<file path="src/rtl/acc_sequencer.sv">
module acc_sequencer #(
  parameter int OPW = 8
) (
  input  logic           clk,
  input  logic           rst,
  input  logic [OPW-1:0] opcode,
  input  logic           zero_in,
  output logic           mem_rd,
  output logic           mem_wr,
  output logic [1:0]     addr_sel,
  output logic           ir_ld,
  output logic           pc_ld,
  output logic           hl_lo_ld,
  output logic           hl_hi_ld,
  output logic           acc_ld,
  output logic           acc_oe,
  output logic           tmp_ld,
  output logic           rb_rd,
  output logic           rb_wr,
  output logic [1:0]     rb_sel,
  output logic [2:0]     alu_op,
  output logic           alu_oe,
  output logic           flags_ld,
  output logic           flags_oe,
  output logic           ovf_sel,
  output logic           carry_sel,
  output logic           zero_sel
);

  localparam logic [OPW-1:0] OP_ADD = OPW'('h30);
  localparam logic [OPW-1:0] OP_SUB = OPW'('h18);
  localparam logic [OPW-1:0] OP_ANA = OPW'('h20);
  localparam logic [OPW-1:0] OP_ORA = OPW'('h24);
  localparam logic [OPW-1:0] OP_ADI = OPW'('h35);
  localparam logic [OPW-1:0] OP_SUI = OPW'('h36);
  localparam logic [OPW-1:0] OP_ANI = OPW'('h68);
  localparam logic [OPW-1:0] OP_ORI = OPW'('h69);
  localparam logic [OPW-1:0] OP_LDA = OPW'('h70);
  localparam logic [OPW-1:0] OP_STA = OPW'('h71);
  localparam logic [OPW-1:0] OP_JZ  = OPW'('h72);
  localparam logic [OPW-1:0] OP_JMP = OPW'('h74);

  typedef enum logic [3:0] {
    ST_FETCH = 4'd0,  ST_DEC   = 4'd1,  ST_REGOP = 4'd2,  ST_IMMOP = 4'd3,
    ST_ADD   = 4'd4,  ST_SUB   = 4'd5,  ST_AND   = 4'd6,  ST_OR    = 4'd7,
    ST_ADRL  = 4'd8,  ST_ADRH  = 4'd9,  ST_LOAD  = 4'd10, ST_STORE = 4'd11,
    ST_JUMP  = 4'd12
  } st_t;

  st_t st, st_nx;

  always_ff @(posedge clk) begin
    if (rst) st <= ST_FETCH;
    else     st <= st_nx;
  end

  always_comb begin
    st_nx = ST_FETCH;
    unique case (st)
      ST_FETCH: st_nx = ST_DEC;
      ST_DEC: begin
        case (opcode)
          OP_ADD, OP_SUB, OP_ANA, OP_ORA: st_nx = ST_REGOP;
          OP_ADI, OP_SUI, OP_ANI, OP_ORI: st_nx = ST_IMMOP;
          OP_LDA, OP_STA, OP_JMP:         st_nx = ST_ADRL;
          OP_JZ:   st_nx = zero_in ? ST_ADRL : ST_FETCH;
          default: st_nx = ST_FETCH;
        endcase
      end
      ST_REGOP, ST_IMMOP: begin
        case (opcode)
          OP_ADD, OP_ADI: st_nx = ST_ADD;
          OP_SUB, OP_SUI: st_nx = ST_SUB;
          OP_ANA, OP_ANI: st_nx = ST_AND;
          OP_ORA, OP_ORI: st_nx = ST_OR;
          default:        st_nx = ST_FETCH;
        endcase
      end
      ST_ADRL: st_nx = ST_ADRH;
      ST_ADRH: begin
        case (opcode)
          OP_LDA:         st_nx = ST_LOAD;
          OP_STA:         st_nx = ST_STORE;
          OP_JZ, OP_JMP:  st_nx = ST_JUMP;
          default:        st_nx = ST_FETCH;
        endcase
      end
      default: st_nx = ST_FETCH;
    endcase
  end

  logic in_alu, pc_src, hl_src;
  assign in_alu = (st == ST_ADD) || (st == ST_SUB) || (st == ST_AND) || (st == ST_OR);
  assign pc_src = (st == ST_FETCH) || (st == ST_IMMOP) || (st == ST_ADRL) || (st == ST_ADRH);
  assign hl_src = (st == ST_LOAD) || (st == ST_STORE) || (st == ST_JUMP);

  assign addr_sel  = hl_src ? 2'b10 : 2'b00;
  assign mem_rd    = pc_src || (st == ST_LOAD);
  assign mem_wr    = (st == ST_STORE);
  assign ir_ld     = (st == ST_FETCH);
  assign pc_ld     = pc_src || (st == ST_JUMP);
  assign hl_lo_ld  = (st == ST_ADRL);
  assign hl_hi_ld  = (st == ST_ADRH);
  assign acc_ld    = in_alu || (st == ST_LOAD);
  assign acc_oe    = (st == ST_STORE);
  assign tmp_ld    = (st == ST_REGOP) || (st == ST_IMMOP);
  assign rb_rd     = (st == ST_REGOP);
  assign rb_wr     = 1'b0;
  assign rb_sel    = 2'b00;
  assign alu_op    = in_alu ? (st[2:0] - 3'd4) : 3'b000;
  assign alu_oe    = in_alu;
  assign flags_ld  = in_alu;
  assign flags_oe  = 1'b0;
  assign ovf_sel   = 1'b0;
  assign carry_sel = 1'b0;
  assign zero_sel  = 1'b0;


  fetch_then_decode_chk: assert property (@(posedge clk) disable iff (rst)
    ir_ld |=> !(mem_rd || mem_wr || pc_ld || ir_ld || tmp_ld || acc_ld || hl_lo_ld || hl_hi_ld));


  jz_not_taken_chk: assert property (@(posedge clk) disable iff (rst)
    (st == ST_DEC && opcode == OP_JZ && !zero_in) |=> ir_ld);


  alu_then_fetch_chk: assert property (@(posedge clk) disable iff (rst)
    alu_oe |=> ir_ld);


  low_then_high_chk: assert property (@(posedge clk) disable iff (rst)
    hl_lo_ld |=> hl_hi_ld);


  hl_access_ends_chk: assert property (@(posedge clk) disable iff (rst)
    (addr_sel == 2'b10) |=> ir_ld);


  single_driver_chk: assert property (@(posedge clk) disable iff (rst)
    $onehot0({mem_rd, rb_rd, alu_oe, acc_oe, flags_oe}));

endmodule

</file>
<file path="config.mk">
export PLATFORM = sky130hd
export DESIGN_NAME = acc_sequencer
export DESIGN_NICKNAME = d
export VERILOG_FILES = /design/src/rtl/acc_sequencer.sv
export SDC_FILE = /design/constraint.sdc
export NUM_CORES = 1
export LEC_CHECK = 0
export CAP_MARGIN = 20
export CORE_UTILIZATION = 40
export CTS_CLUSTER_DIAMETER = 80
export DETAILED_ROUTE_END_ITERATION = 10
export GPL_ROUTABILITY_DRIVEN = 0
export GPL_TIMING_DRIVEN = 0
export MAX_ROUTING_LAYER = met4
export PLACE_DENSITY_LB_ADDON = 0.3
export RECOVER_POWER = 50
export SLEW_MARGIN = 20
export SYNTH_ARGS = -nofsm -noshare
export SYNTH_HDL_FRONTEND = slang
export SYNTH_SLANG_ARGS = --single-unit
</file>
<file path="constraint.sdc">
create_clock -name clk -period 1.9 [get_ports clk]
set_clock_uncertainty 0.2 [all_clocks]
set_input_delay 0.38 -clock clk [delete_from_list [all_inputs] [get_ports clk]]
set_output_delay 0.38 -clock clk [all_outputs]
set_load 0.02 [all_outputs]
</file>
==> flow_summary.json, run 1 <==
{
  "drtIter0Drc": 11,
  "drive_gt1_share_pct": 46.9,
  "cts_tree": "yes",
  "holdBufCountCts": 0,
  "clock_path_buffers": 2,
  "irDropWorstVdd_v": 0.000363,
  "post-place-ws_ns": -0.470,
  "power_frac_clock_pct": 31.1,
  "seq_power_share_pct": 27.4,
  "leakage_uw": 0.000541,
  "hold_end": "st[2]",
  "rows": 14,
  "multiInputGateArea_um2": 578,
  "ys_types": 41,
  "hpwl_um": 1230,
  "synth_largest_area_cell": "buf_4",
  "status": "finished clean",
  "crit_top_cell": "buf_4",
  "yosysWarnings": 0,
  "cts_max_level": 1,
  "powerDensity_nw_per_um2": 288,
  "routed_wl_um": 1900,
  "reg2reg_to": "st[3]",
  "antenna_found_initial": 0,
  "diodes": 0,
  "die_h_um": 44.0,
  "track_usage_pct": 19.5,
  "p_sw_share_pct": 31.7,
  "period_share_pct": 98.8,
  "rsz0062_at_grt": "true",
  "dr.pass1.iters": 6,
  "drv_cap": 0,
  "grt_pass1_wl_um": 2810,
  "syn2layout_area_growth_pct": 58.4,
  "worst_ep_required_time_ns": 1.32,
  "synthFlopType": "dfxtp_1",
  "synth.most_common_cell": "buf_4",
  "setup_viol": 0,
  "r2r-start": "st[1]",
  "start_kind": "flop",
  "ys_ff_latch": 4,
  "ys_top_cells_by_count": "12 x buf_4, 5 x nand2b_1, 5 x nor2_1, 5 x nor3_1, 4 x dfxtp_1",
  "worst-path-max-fanout": 10,
  "rrSetupSlack_ns": 0.20,
  "num_vias": 790,
  "ant_nets": 0,
  "setup-tns-final_ns": 0,
  "num-nets-final": 141,
  "max_freq_ghz": 0.533,
  "largest_reg_flops": 4,
  "die_area_um2": 1930,
  "endpoint_kind": "output port",
  "portBuffers": 22,
  "worst_path_max_delay_cell": "dfxtp_4",
  "drc": 0,
  "worstRegToRegCells": 5,
  "yosys-top-cells-area": "buf_4 13%, dfxtp_1 11%, buf_6 4.8%",
  "seq_area_frac_synth_pct": 11.4,
  "grt_max_degree": 11,
  "hold-path-cell-count": 4,
  "routed_via_density": 5.49,
  "timing.final.crit_period_ns": 1.88,
  "setup_ws_ns": 0.0222,
  "regArea_um2": 88.8,
  "power_frac_comb_pct": 41.6,
  "whs_ns": 0.272,
  "synth.top_cell.area_share_pct": 12.8,
  "p_sw_uw": 102,
  "core_um2": 1580,
  "clock_latency_ns": 0.23,
  "crit_arrival_ns": 1.30,
  "path_cells": "buf_8 > buf_4 > o32ai_2 > buf_4",
  "synth_edf_count": 0,
  "power_uw": 321,
  "overflow": 0,
  "detail_route.wl_per_cell_um": 13.2,
  "cts-root-buf": "clkbuf_4",
  "die_w_um": 44.0,
  "path_class": "flop to output port",
  "fillCellCount": 120,
  "top_register": "st",
  "syn_inst": 91,
  "p_int_uw": 220,
  "synth.avg_cell_area_um2": 7.74,
  "io_pins": 35,
  "synthArstFlopShare_pct": 0,
  "timing_hold_violations_final": 0,
  "slowest_delay_ns": 0.36,
  "start_util_pct": 44.7,
  "top_regs": "st: 4 flops",
  "min_path_type": "input pin to flop",
  "finalNonFillerCells": 144,
  "grt_pass1_vias": 676,
  "worstHoldStart": "opcode[0]",
  "clkTransAtPathRegs_ns": 0.04,
  "synthesis.area_um2": 704,
  "cts_buffers": 3,
  "clock_sinks": 4,
  "placed_cells_incl_taps": 137,
  "final_max_slew_viol_count": 0
}
power by group through the flow:
| stage | logic [uW] | clock network, uW | registers [uW] |
|---|---|---|---|
| 2_1_floorplan | 85.6 | 0 | 89.0 |
| 3_3_place_gp | 122 | 0 | 89.8 |
| 3_5_place_dp | 124 | 0 | 89.6 |
| 4_1_cts | 125 | 104 | 87.8 |
| 5_1_grt | 142 | 114 | 87.7 |
| 6_report | 134 | 99.8 | 87.9 |
routing by layer:
metal  up-vias  track usage, %  share of wire [%]
li1        390               -                  -
met1       361            21.2                 40
met2        35            35.2                 52
met3         4            3.33                6.1
met4         0            6.67                2.0
met5         -               -                  0
repair_timing:
action                                  4_1_cts  5_1_grt
pin swaps                                     2        4
endpoints found under the setup margin       18       17
buffers inserted                              1        4
resized for setup                            74       24
cloned                                        0        0
worst max-delay path, delay by kind of cell (launching register included):
kind	cells	cell delay [ns]
flip-flops	1	0.36
AO/OA/AOI/OAI	1	0.25
buffers and inverters	3	0.46
cell families after synthesis:
kind of cell / after synthesis / share of synthesized area [%]
other: 1 / 0.532
flip-flops: 4 / 11.4
XOR/XNOR: 2 / 2.49
multiplexers: 1 / 1.42
buffers and inverters: 21 / 21.0
AND/OR/NAND/NOR: 41 / 39.6
AO/OA/AOI/OAI: 21 / 23.6
worst max-delay path by stage:
stage          start  endpoint  slack [ns]
3_5_place_dp   st[3]     pc_ld       -0.47
2_1_floorplan  st[1]     pc_ld       -0.05
5_1_grt        st[1]     pc_ld       -0.05
4_1_cts        st[2]     pc_ld       -0.03
6_report       st[3]     pc_ld        0.02
3_3_place_gp   st[3]     pc_ld       -0.46
cell usage in the layout, fill, tap and decap left out, types with 3 or more instances in the layout:
cell type and count:
a21oi_1 3, and2_1 3, buf_2 5, buf_4 19, buf_6 6, buf_8 3
clkbuf_2 3, clkbuf_4 3, conb_1 9, dlygate4sd2_1 3, dlymetal6s2s_1 3, nand2b_1 3
nor2_1 4, nor3_1 5, o21bai_1 3
cell type report:
cell class              count  share of cell area (%)
plain buffers              19                    16.1
clock buffers               3                    2.02
inverters                   1                   0.336
multi-input cells          74                    51.8
flip-flops and latches      4                    7.96
well taps                  16                    1.79
repair buffers             27                    20.0
through the flow:
step	util (%)	instance area [um2]
final	70.8	1120
after global routing	70.8	1120
after CTS	66.0	1040
after detailed placement	61.8	975
after global placement	61.8	975
after floorplan	-	734
No activity file was read; power rests on OpenSTA's default activity.
==> run 2: changes to the inputs <==
- clock period: 1.9 -> 2.1 ns (I/O delays scaled with it)
==> run 2 against run 1 <==
- design area fell by 9.3%
- setup slack improved by 0.049 ns
- die area did not move
- critical path type unchanged
- global-route usage fell by 1.5 points
- critical endpoint is now mem_wr
- clock-buffer cell count did not move
- largest power group unchanged
- combinational power fell by 16%
- critical path depth rose by 1
- power fell by 11%
==> flow_summary.json, run 2 (synthesis results as in run 1) <==
{
  "core_um2": 1580,
  "irDropWorstVdd_v": 0.000347,
  "clock_sinks": 4,
  "setup_ws_ns": 0.0709,
  "top_regs": "st: 4 flops",
  "start_kind": "flop",
  "clkTransAtPathRegs_ns": 0.03,
  "dr.pass1.iters": 6,
  "clock_path_buffers": 2,
  "io_pins": 35,
  "status": "finished clean",
  "rows": 14,
  "worst-path-max-fanout": 10,
  "num-nets-final": 137,
  "place_area_um2": 975,
  "die_h_um": 44.0,
  "cts_tree": "yes",
  "ant_nets": 0,
  "setup_viol": 0,
  "grt_pass1_wl_um": 2610,
  "num_vias": 772,
  "final_common_cell": "buf_4",
  "worst_ep_required_time_ns": 1.48,
  "routed_via_density": 5.51,
  "rrSetupSlack_ns": 0.43,
  "drtIter0Drc": 13,
  "fillCellCount": 143,
  "die_w_um": 44.0,
  "cts_buffers": 3,
  "overflow": 0,
  "cts_max_level": 1,
  "timing.final.crit_period_ns": 2.03,
  "syn2layout_area_growth_pct": 43.7,
  "diodes": 0,
  "track_usage_pct": 18.0,
  "detail_route.wl_per_cell_um": 11.7,
  "drv_cap": 0,
  "largest_reg_flops": 4,
  "powerDensity_nw_per_um2": 282,
  "min_path_type": "input pin to flop",
  "path_class": "flop to output port",
  "design_area_um2": 1010,
  "grt_max_degree": 11,
  "final_util_pct": 64.2,
  "start_util_pct": 44.7,
  "hpwl_um": 1230,
  "leakage_uw": 0.000481,
  "grt_pass1_vias": 645,
  "routed_wl_um": 1640,
  "max_freq_ghz": 0.493,
  "setup-tns-final_ns": 0,
  "die_area_um2": 1930,
  "drive_gt1_share_pct": 33.1,
  "cts-root-buf": "clkbuf_4",
  "crit_arrival_ns": 1.41,
  "antenna_found_initial": 0,
  "portBuffers": 22,
  "period_share_pct": 96.6,
  "layout_common_cells": "13 x buf_4, 9 x conb_1, 7 x clkdlybuf4s50_1, 7 x dlygate4sd2_1",
  "top_register": "st",
  "post-place-ws_ns": -0.310,
  "drc": 0,
  "timing_hold_violations_final": 0,
  "clock_latency_ns": 0.23,
  "endpoint_kind": "output port",
  "final_max_slew_viol_count": 0,
  "power_uw": 285
}
run 2: what timing repair did:
item / 4_1_cts / 5_1_grt
hold buffers: 0 / 0
setup endpoints to repair: 15 / 10
resized for setup: 38 / 17
setup buffers: 0 / 0
run 2: where the power goes:
| group | internal [uW] | switching, uW |
|---|---|---|
| Clock | 63.7 | 28.0 |
| Sequential | 78.2 | 2.00 |
| Combinational | 55.8 | 57.5 |
run 2: final cells by class:
cell class                 count  area (um2)  area share (%)
clock buffer                   3        22.5            2.22
buffer                        20         173            17.1
multi-input combinational     74         523            51.7
inverter                       1        3.75           0.371
sequential                     4        82.6            8.16
tap                           16        20.0            1.98
timing repair buffer          22         188            18.5
run 2: final timing paths:
| kind | start | endpoint | cells after the start |
|---|---|---|---|
| setup / recovery | st[2] | mem_wr | 5 |
| hold / removal | opcode[0] | st[2] | 4 |
| setup reg to reg | st[1] | st[3] | 5 |
| hold reg to reg | st[3] | st[2] | 3 |
run 2: per-layer routing:
layer	vias up	share of wire [%]	global-route usage (%)
met3	0	6.8	2.50
li1	385	-	-
met4	0	0	6.06
met1	347	42	20.6
met2	40	51	31.6
met5	-	0	-
run 2: critical path, cell delays in order (launching register included):
cell	delay [ns]
dfxtp_2	0.33
buf_6	0.14
nand2b_1	0.19
nor2_2	0.15
buf_4	0.11
clkdlybuf4s15_2	0.24
run 2: per-stage QoR:
step,hold WS [ns],std cells
after global routing,0.318,140
final,0.313,140
after detailed placement,0.418,137
after global placement,0.407,137
after CTS,0.312,140
after floorplan,0.289,99
